===== config.mk =====
export PLATFORM = sky130hd
export DESIGN_NAME = xmem_read_sequencer
export DESIGN_NICKNAME = d
export VERILOG_FILES = /design/src/rtl/xmem_rd_pkg.sv /design/src/rtl/xmem_rd_cfg.sv /design/src/rtl/xmem_rd_plan.sv /design/src/rtl/xmem_rd_seq.sv /design/src/rtl/xmem_read_sequencer.sv
export SDC_FILE = /design/constraint.sdc
export NUM_CORES = 1
export LEC_CHECK = 0
export BUFFER_PORTS_ARGS = -buffer_cell sky130_fd_sc_hd__buf_2
export CELL_PAD_IN_SITES_DETAIL_PLACEMENT = 2
export CELL_PAD_IN_SITES_GLOBAL_PLACEMENT = 2
export CORE_UTILIZATION = 37
export DETAILED_ROUTE_END_ITERATION = 10
export PLACE_DENSITY = 0.82
export SETUP_SLACK_MARGIN = 0.5
export SLEW_MARGIN = 10
export SYNTH_ARGS = -nofsm -noshare
export SYNTH_HDL_FRONTEND = slang
export SYNTH_SLANG_ARGS = --single-unit

===== constraint.sdc =====
create_clock -name clk -period 10 [get_ports clk]
set_input_delay 1 -clock clk [delete_from_list [all_inputs] [get_ports clk]]
set_output_delay 1 -clock clk [all_outputs]
set_load 0.005 [all_outputs]

===== src/rtl/xmem_rd_pkg.sv =====
// Shared widths, field codes and record types for the static-memory read
// sequencer. Assumes setup fields narrower than or equal to pulse fields.
package xmem_rd_pkg;

    localparam int SETUP_W = 6;
    localparam int PULSE_W = 7;
    localparam int CYCLE_W = 7;
    localparam int SUM_W   = ((SETUP_W > PULSE_W) ? SETUP_W : PULSE_W) + 1;
    localparam int SPAN_W  = (SUM_W > CYCLE_W) ? SUM_W : CYCLE_W;
    localparam int WIDE_W  = (PULSE_W > CYCLE_W) ? PULSE_W : CYCLE_W;
    localparam int WDATA_W = (WIDE_W > SETUP_W) ? WIDE_W : SETUP_W;
    localparam int FIELD_W = 3;

    typedef enum logic [FIELD_W-1:0] {
        FLD_RD_SETUP = 3'd0,
        FLD_RD_PULSE = 3'd1,
        FLD_CS_SETUP = 3'd2,
        FLD_CS_PULSE = 3'd3,
        FLD_CYCLE    = 3'd4
    } fld_e;

    typedef struct packed {
        logic [SETUP_W-1:0] rd_setup;
        logic [PULSE_W-1:0] rd_pulse;
        logic [SETUP_W-1:0] cs_setup;
        logic [PULSE_W-1:0] cs_pulse;
        logic [CYCLE_W-1:0] cycle;
    } cs_timing_t;

    localparam cs_timing_t TIMING_RST = '{
        rd_setup: SETUP_W'(1),
        rd_pulse: PULSE_W'(2),
        cs_setup: SETUP_W'(0),
        cs_pulse: PULSE_W'(4),
        cycle:    CYCLE_W'(4)
    };

    // Cycle-relative window edges and end points of one read.
    typedef struct packed {
        logic [SPAN_W-1:0] rd_on;
        logic [SPAN_W-1:0] rd_off;
        logic [SPAN_W-1:0] cs_on;
        logic [SPAN_W-1:0] cs_off;
        logic [SPAN_W-1:0] last;
        logic [SPAN_W-1:0] cap;
    } cyc_plan_t;

endpackage


===== src/rtl/xmem_rd_cfg.sv =====
// Timing register bank: one set of five fields per chip select.
// Assumes writes use the field codes from xmem_rd_pkg; other codes are dropped.
module xmem_rd_cfg
    import xmem_rd_pkg::*;
#(
    parameter int  NUM_CS = 4,
    localparam int CS_W   = (NUM_CS > 1) ? $clog2(NUM_CS) : 1
) (
    input  logic                         clk,
    input  logic                         rst_n,
    input  logic                         cfg_we,
    input  logic [CS_W-1:0]              cfg_cs,
    input  logic [FIELD_W-1:0]           cfg_field,
    input  logic [WDATA_W-1:0]           cfg_wdata,
    output cs_timing_t [NUM_CS-1:0]      timing
);

    for (genvar g = 0; g < NUM_CS; g++) begin : g_set
        cs_timing_t entry_q;
        logic       hit;

        assign hit       = cfg_we && (cfg_cs == CS_W'(g));
        assign timing[g] = entry_q;

        // Load the addressed field of this chip select's timing set.
        always_ff @(posedge clk) begin
            if (!rst_n) begin
                entry_q <= TIMING_RST;
            end else if (hit) begin
                case (cfg_field)
                    FLD_RD_SETUP: entry_q.rd_setup <= cfg_wdata[SETUP_W-1:0];
                    FLD_RD_PULSE: entry_q.rd_pulse <= cfg_wdata[PULSE_W-1:0];
                    FLD_CS_SETUP: entry_q.cs_setup <= cfg_wdata[SETUP_W-1:0];
                    FLD_CS_PULSE: entry_q.cs_pulse <= cfg_wdata[PULSE_W-1:0];
                    FLD_CYCLE:    entry_q.cycle    <= cfg_wdata[CYCLE_W-1:0];
                    default:      entry_q <= entry_q;
                endcase
            end
        end
    end

endmodule


===== src/rtl/xmem_rd_plan.sv =====
// Turns one timing set into window edges for a read: strobe on/off counts,
// the last cycle index (which implies both hold times) and the capture index.
// Pure combinational; assumes the result is registered by the caller.
module xmem_rd_plan
    import xmem_rd_pkg::*;
(
    input  cs_timing_t timing,
    output cyc_plan_t  plan
);

    logic [SPAN_W-1:0] rd_span;
    logic [SPAN_W-1:0] cs_span;
    logic [SPAN_W-1:0] longest;
    logic [SPAN_W-1:0] n_eff;

    // Stretch the cycle to the longest strobe span; never shorter than one clock.
    always_comb begin
        rd_span = SPAN_W'(timing.rd_setup) + SPAN_W'(timing.rd_pulse);
        cs_span = SPAN_W'(timing.cs_setup) + SPAN_W'(timing.cs_pulse);
        longest = SPAN_W'(timing.cycle);
        if (rd_span > longest) longest = rd_span;
        if (cs_span > longest) longest = cs_span;
        n_eff = (longest == '0) ? SPAN_W'(1) : longest;
    end

    // Window edges; hold of each strobe is whatever remains up to 'last'.
    always_comb begin
        plan.rd_on  = SPAN_W'(timing.rd_setup);
        plan.rd_off = rd_span;
        plan.cs_on  = SPAN_W'(timing.cs_setup);
        plan.cs_off = cs_span;
        plan.last   = n_eff - SPAN_W'(1);
        plan.cap    = (timing.rd_pulse == '0) ? (n_eff - SPAN_W'(1))
                                              : (rd_span - SPAN_W'(1));
    end

endmodule


===== src/rtl/xmem_rd_seq.sv =====
// Read-cycle sequencer: accepts a request when idle or in the final cycle,
// counts cycles, drives address and active-low strobes, samples data and
// pulses the response one clock after the final cycle.
// Assumes plan_in belongs to req_cs and is valid whenever req_valid is high.
module xmem_rd_seq
    import xmem_rd_pkg::*;
#(
    parameter int  NUM_CS = 4,
    parameter int  ADDR_W = 24,
    parameter int  DATA_W = 8,
    localparam int CS_W   = (NUM_CS > 1) ? $clog2(NUM_CS) : 1
) (
    input  logic              clk,
    input  logic              rst_n,
    input  logic              req_valid,
    output logic              req_ready,
    input  logic [CS_W-1:0]   req_cs,
    input  logic [ADDR_W-1:0] req_addr,
    input  cyc_plan_t         plan_in,
    output logic              rsp_valid,
    output logic [DATA_W-1:0] rsp_data,
    output logic [ADDR_W-1:0] mem_addr,
    output logic              mem_rd_n,
    output logic [NUM_CS-1:0] mem_cs_n,
    input  logic [DATA_W-1:0] mem_din
);

    logic              busy_q;
    logic [SPAN_W-1:0] cnt_q;
    cyc_plan_t         plan_q;
    logic [CS_W-1:0]   cs_q;
    logic [ADDR_W-1:0] addr_q;
    logic [DATA_W-1:0] data_q;
    logic              ack_q;
    logic              last_now;
    logic              take;
    logic              rd_win;
    logic              cs_win;

    assign last_now  = busy_q && (cnt_q == plan_q.last);
    assign req_ready = !busy_q || last_now;
    assign take      = req_valid && req_ready;

    // Cycle counter and per-read context; a new read may follow with no gap.
    always_ff @(posedge clk) begin
        if (!rst_n) begin
            busy_q <= 1'b0;
            cnt_q  <= '0;
            plan_q <= '0;
            cs_q   <= '0;
            addr_q <= '0;
        end else if (take) begin
            busy_q <= 1'b1;
            cnt_q  <= '0;
            plan_q <= plan_in;
            cs_q   <= req_cs;
            addr_q <= req_addr;
        end else if (last_now) begin
            busy_q <= 1'b0;
            cnt_q  <= '0;
        end else if (busy_q) begin
            cnt_q  <= cnt_q + SPAN_W'(1);
        end
    end

    // Sample the data bus at the end of the planned capture cycle.
    always_ff @(posedge clk) begin
        if (!rst_n) begin
            data_q <= '0;
        end else if (busy_q && (cnt_q == plan_q.cap)) begin
            data_q <= mem_din;
        end
    end

    // One-clock response after the final cycle.
    always_ff @(posedge clk) begin
        if (!rst_n) begin
            ack_q <= 1'b0;
        end else begin
            ack_q <= last_now;
        end
    end

    // Strobe windows relative to the cycle start.
    always_comb begin
        rd_win = busy_q && (cnt_q >= plan_q.rd_on) && (cnt_q < plan_q.rd_off);
        cs_win = busy_q && (cnt_q >= plan_q.cs_on) && (cnt_q < plan_q.cs_off);
    end

    for (genvar k = 0; k < NUM_CS; k++) begin : g_csn
        assign mem_cs_n[k] = !(cs_win && (cs_q == CS_W'(k)));
    end

    assign mem_rd_n  = !rd_win;
    assign mem_addr  = addr_q;
    assign rsp_data  = data_q;
    assign rsp_valid = ack_q;

endmodule


===== src/rtl/xmem_read_sequencer.sv =====
// Top of the static-memory read-cycle generator: timing bank, per-request
// plan derivation and the sequencer. Assumes a single clock and that
// req_cs/req_addr are stable while req_valid is high.
module xmem_read_sequencer
    import xmem_rd_pkg::*;
#(
    parameter int  NUM_CS = 4,
    parameter int  ADDR_W = 24,
    parameter int  DATA_W = 8,
    localparam int CS_W   = (NUM_CS > 1) ? $clog2(NUM_CS) : 1
) (
    input  logic               clk,
    input  logic               rst_n,
    input  logic               cfg_we,
    input  logic [CS_W-1:0]    cfg_cs,
    input  logic [FIELD_W-1:0] cfg_field,
    input  logic [WDATA_W-1:0] cfg_wdata,
    input  logic               req_valid,
    output logic               req_ready,
    input  logic [CS_W-1:0]    req_cs,
    input  logic [ADDR_W-1:0]  req_addr,
    output logic               rsp_valid,
    output logic [DATA_W-1:0]  rsp_data,
    output logic [ADDR_W-1:0]  mem_addr,
    output logic               mem_rd_n,
    output logic [NUM_CS-1:0]  mem_cs_n,
    input  logic [DATA_W-1:0]  mem_din
);

    cs_timing_t [NUM_CS-1:0] bank;
    cs_timing_t              sel_timing;
    cyc_plan_t               sel_plan;

    xmem_rd_cfg #(.NUM_CS(NUM_CS)) cfg_i (
        .clk       (clk),
        .rst_n     (rst_n),
        .cfg_we    (cfg_we),
        .cfg_cs    (cfg_cs),
        .cfg_field (cfg_field),
        .cfg_wdata (cfg_wdata),
        .timing    (bank)
    );

    // Pick the timing set of the requesting chip select.
    always_comb begin
        sel_timing = bank[req_cs];
    end

    xmem_rd_plan plan_i (
        .timing (sel_timing),
        .plan   (sel_plan)
    );

    xmem_rd_seq #(
        .NUM_CS (NUM_CS),
        .ADDR_W (ADDR_W),
        .DATA_W (DATA_W)
    ) seq_i (
        .clk       (clk),
        .rst_n     (rst_n),
        .req_valid (req_valid),
        .req_ready (req_ready),
        .req_cs    (req_cs),
        .req_addr  (req_addr),
        .plan_in   (sel_plan),
        .rsp_valid (rsp_valid),
        .rsp_data  (rsp_data),
        .mem_addr  (mem_addr),
        .mem_rd_n  (mem_rd_n),
        .mem_cs_n  (mem_cs_n),
        .mem_din   (mem_din)
    );

endmodule


==> flow_summary.ini <==
[status]
status = completed

[place]
port_buffers = 88
post-dp-hpwl_um = 25900
gp_congestion = 0.826
placed_cells = 1714

[sta]
setup_violations = 0
finalHoldViolCount = 0
rsz0062_at_grt = false
min_period_over_period_pct = 85.3
tightestPinTransition_ns = 1.11
maxSlewHeadroom_pct = 25.7
finalClockSkew_ns = 0.0188
slew_viol_final = 0
finalWorstPathRequiredPeriod_ns = 8.53
fmax_mhz = 117
setup_tns_ns = 0

[pwr]
pwr-share-clk_pct = 42.2
powerDensity_nw_per_um2 = 167
seqPwrFrac_pct = 43.5
power.share.switching_pct = 28.3
p_comb_share_pct = 14.3
p_int_mw = 1.52
vdd_ir_drop_max_uv = 118
total_power_mw = 2.12
p_switching_mw = 0.599
p_leak_nw = 4.79

[finish]
final_layout_size_suffix_gt1_share_pct = 14.3
antenna_cells = 0
instances_no_fill = 1756
syn2layout_area_growth_pct = 13.9
nets = 1460
nFillCells = 3325

[grt]
grt_pass1_wl_um = 60700
overflow = 0
grt_max_degree = 100
global_route.usage.total_pct = 25.0
grt_pass1_vias = 10800
antenna_found_initial = 0

[drt]
viasPerCell = 5.63
drt-wirelength-per-cell_um = 21.7
vias = 9878
finalWirelength_um = 38100
drt_first_iter_violations = 437
drc = 0
drtPass1Iterations = 4
antenna_left = 0

[worst_setup_path]
crit_top_cell = ha_1
reg2regPathDepth = 25
reg2reg_slack_ns = 2.27
crit_slowest_cell = o41ai_1
cp-end-kind = register
critPathLaunch = req_cs[0]
cp.arrival_ns = 8.96
crit_end = seq_i.plan_q[6]$_SDFFE_PN0P_
worstPathRequired_ns = 10.42
r2r_start = cfg_i.timing[86]$_SDFFE_PN0P_
crit_fanout = 20
cpPeakStageDelay_ns = 0.88
r2r_end = seq_i.plan_q[6]$_SDFFE_PN0P_
start_kind = primary input
critical_path_class = primary input to register

[logic_synthesis]
synth_compound_area_share_pct = 13.8
synthMuxAreaShare_pct = 11.7
ys_types = 72
synth_cells = 1306
synth_top_family_by_area = simple AND/OR/NAND/NOR gates
syn_area_um2 = 11100
ys.flop_type = dfxtp_1
synth_async_sr_flop_share_pct = 0
synth_simple_gate_area_share_pct = 20.4
synthAdderAreaFrac_pct = 6.65
synth-seq-area-share_pct = 39.5
synth_edf_count = 0
ys_warn_count = 0
synthXorXnorAreaFrac_pct = 3.06
ys_ff_latch = 220
synth.avg_cell_area_um2 = 8.53
synth_nets = 1414

[clocking]
clkSinkCount = 220
clk_pin_slew_ns = 0.06
cts_resized = 0
cts_buffer_depth = 3
htree_levels = 1
root_buffer = clkbuf_16
postCtsHoldBufs = 0
clock_latency_ns = 0.55
cts_tree = done
cts_buffers = 26
cts_setup_buffers = 0

[floorplan]
initial_core_util_pct = 37.6
rows = 63
die_h_um = 175
core-area_um2 = 29600
die_area_um2 = 30800
pin_count = 89
die_x_um = 175

[job]
cap_viol_max_count = 0

[min_path]
hp-class = register to register
[stage by stage]
stage | util (%) | hold WS [ns] | setup slack (ns) | instance area [um2]
6_report | 42.8 | 0.455 | 1.47 | 12700
5_1_grt | 42.8 | 0.471 | 0.804 | 12700
3_5_place_dp | 40.1 | 0.449 | 0.951 | 11900
3_3_place_gp | 40.1 | 0.439 | 1.26 | 11900
2_1_floorplan | - | 0.432 | 2.15 | 11100
4_1_cts | 42.8 | 0.458 | 1.51 | 12700
[state kept, by name, indices dropped and copies added (netlist names)]
name and cells:
seq_i.rsp_valid 1, seq_i.rsp_data 8, seq_i.mem_addr 24, cfg_i.timing 132, seq_i.cnt_q 8, seq_i.plan_q 44
seq_i.cs_q 2, seq_i.busy_q 1
[cells by family (layout without fill, tap and decap cells)]
| family | Yosys count | after routing |
|---|---|---|
| simple gates | 502 | 502 |
| compound gates | 261 | 261 |
| flops | 220 | 220 |
| buf+inv | 140 | 200 |
| mux | 87 | 87 |
| fa+ha+maj | 58 | 58 |
| xor+xnor | 38 | 38 |
[layout by cell type (no fill, tap or decap), types with 5 or more instances in the layout]
cell       instances
nand2_1          231
dfxtp_1          220
a21oi_1          156
nand3_1          116
buf_2             88
nor2_1            79
ha_1              56
mux2i_1           54
inv_1             48
xnor2_1           30
mux4_2            29
clkbuf_16         26
o21ai_0           25
buf_4             19
a21o_1            12
a211oi_1          12
a31oi_1            9
nand2b_1           9
nand4_1            9
clkbuf_1           8
xor2_1             7
nor3_1             7
and2_1             7
o211ai_1           7
o21ai_1            6
nor2b_1            5
o21a_1             5
clkbuf_8           5
[per-layer routing]
metal	up-vias	part of all wire (%)	routed length (um)	global-route usage [%]
met2	145	50	18900	43.9
met1	5037	45	17200	32.8
met4	0	2.6	993	6.67
met3	56	2.7	1020	2.32
li1	4640	-	-	-
met5	-	0	0	0
[power groups by stage]
stage / sequential (mW) / combinational (mW) / clock [mW]
global placement: 0.939 / 0.290 / 0
finish: 0.921 / 0.304 / 0.895
global route: 0.924 / 0.335 / 0.948
CTS: 0.922 / 0.306 / 0.916
floorplan: 0.935 / 0.204 / 0
detailed placement: 0.940 / 0.303 / 0
[how the worst min path moves through the flow]
stage	slack (ns)	cells past startpoint	start	end
global route	0.47	2	cfg_i.timing[114]$_SDFFE_PN0P_	cfg_i.timing[114]$_SDFFE_PN0P_
CTS	0.46	2	seq_i.plan_q[39]$_SDFFE_PN0P_	seq_i.plan_q[39]$_SDFFE_PN0P_
detailed placement	0.45	2	seq_i.mem_addr[4]$_SDFFE_PN0P_	seq_i.mem_addr[4]$_SDFFE_PN0P_
global placement	0.44	2	cfg_i.timing[103]$_SDFFE_PN0P_	cfg_i.timing[103]$_SDFFE_PN0P_
finish	0.45	2	cfg_i.timing[123]$_SDFFE_PN0P_	cfg_i.timing[123]$_SDFFE_PN0P_
floorplan	0.43	2	cfg_i.timing[66]$_SDFFE_PN0P_	cfg_i.timing[66]$_SDFFE_PN0P_
[area by class of cell]
cell class | count | area (um2) | area share (%)
clock buffers | 39 | 749 | 5.91
repair buffers | 107 | 583 | 4.60
well taps | 390 | 488 | 3.85
clock inverters | 3 | 40.0 | 0.316
inverters | 51 | 198 | 1.56
flip-flops and latches | 220 | 4400 | 34.7
multi-input cells | 946 | 6220 | 49.0
[synthesized netlist by cell type (all sizes together), types with 2 or more instances]
cell type | number | area share (%)
a211o | 2 | 0.16
a211oi | 12 | 0.81
a21boi | 4 | 0.27
a21o | 12 | 0.81
a21oi | 157 | 7.1
a22o | 2 | 0.16
a311oi | 3 | 0.24
a31oi | 9 | 0.51
and2 | 8 | 0.45
and3 | 4 | 0.22
and3b | 2 | 0.17
and4 | 2 | 0.16
buf | 13 | 0.60
clkbuf | 76 | 2.6
clkinv | 3 | 0.11
dfxtp | 220 | 40
fa | 2 | 0.36
ha | 56 | 6.3
inv | 48 | 1.6
mux2i | 54 | 4.9
mux4 | 33 | 6.8
nand2 | 233 | 7.9
nand2b | 9 | 0.51
nand3 | 116 | 5.2
nand3b | 2 | 0.17
nand4 | 9 | 0.51
nor2 | 82 | 2.9
nor2b | 5 | 0.28
nor3 | 8 | 0.36
nor3b | 6 | 0.40
nor4 | 4 | 0.42
nor4b | 2 | 0.16
o211ai | 7 | 0.47
o21a | 5 | 0.34
o21ai | 31 | 1.4
o31ai | 4 | 0.31
or2 | 2 | 0.11
or3 | 2 | 0.11
or4 | 4 | 0.30
xnor2 | 31 | 2.5
xor2 | 7 | 0.55
[critical path, delay by kind of cell]
family          cells  cell delay [ns]
buf+inv             4             0.78
mux                 1             0.67
compound gates      9             2.94
xor+xnor            1             0.51
simple gates        6             1.53
fa+ha+maj           5             1.49
Note: power is estimated with default switching activity, not from simulation.
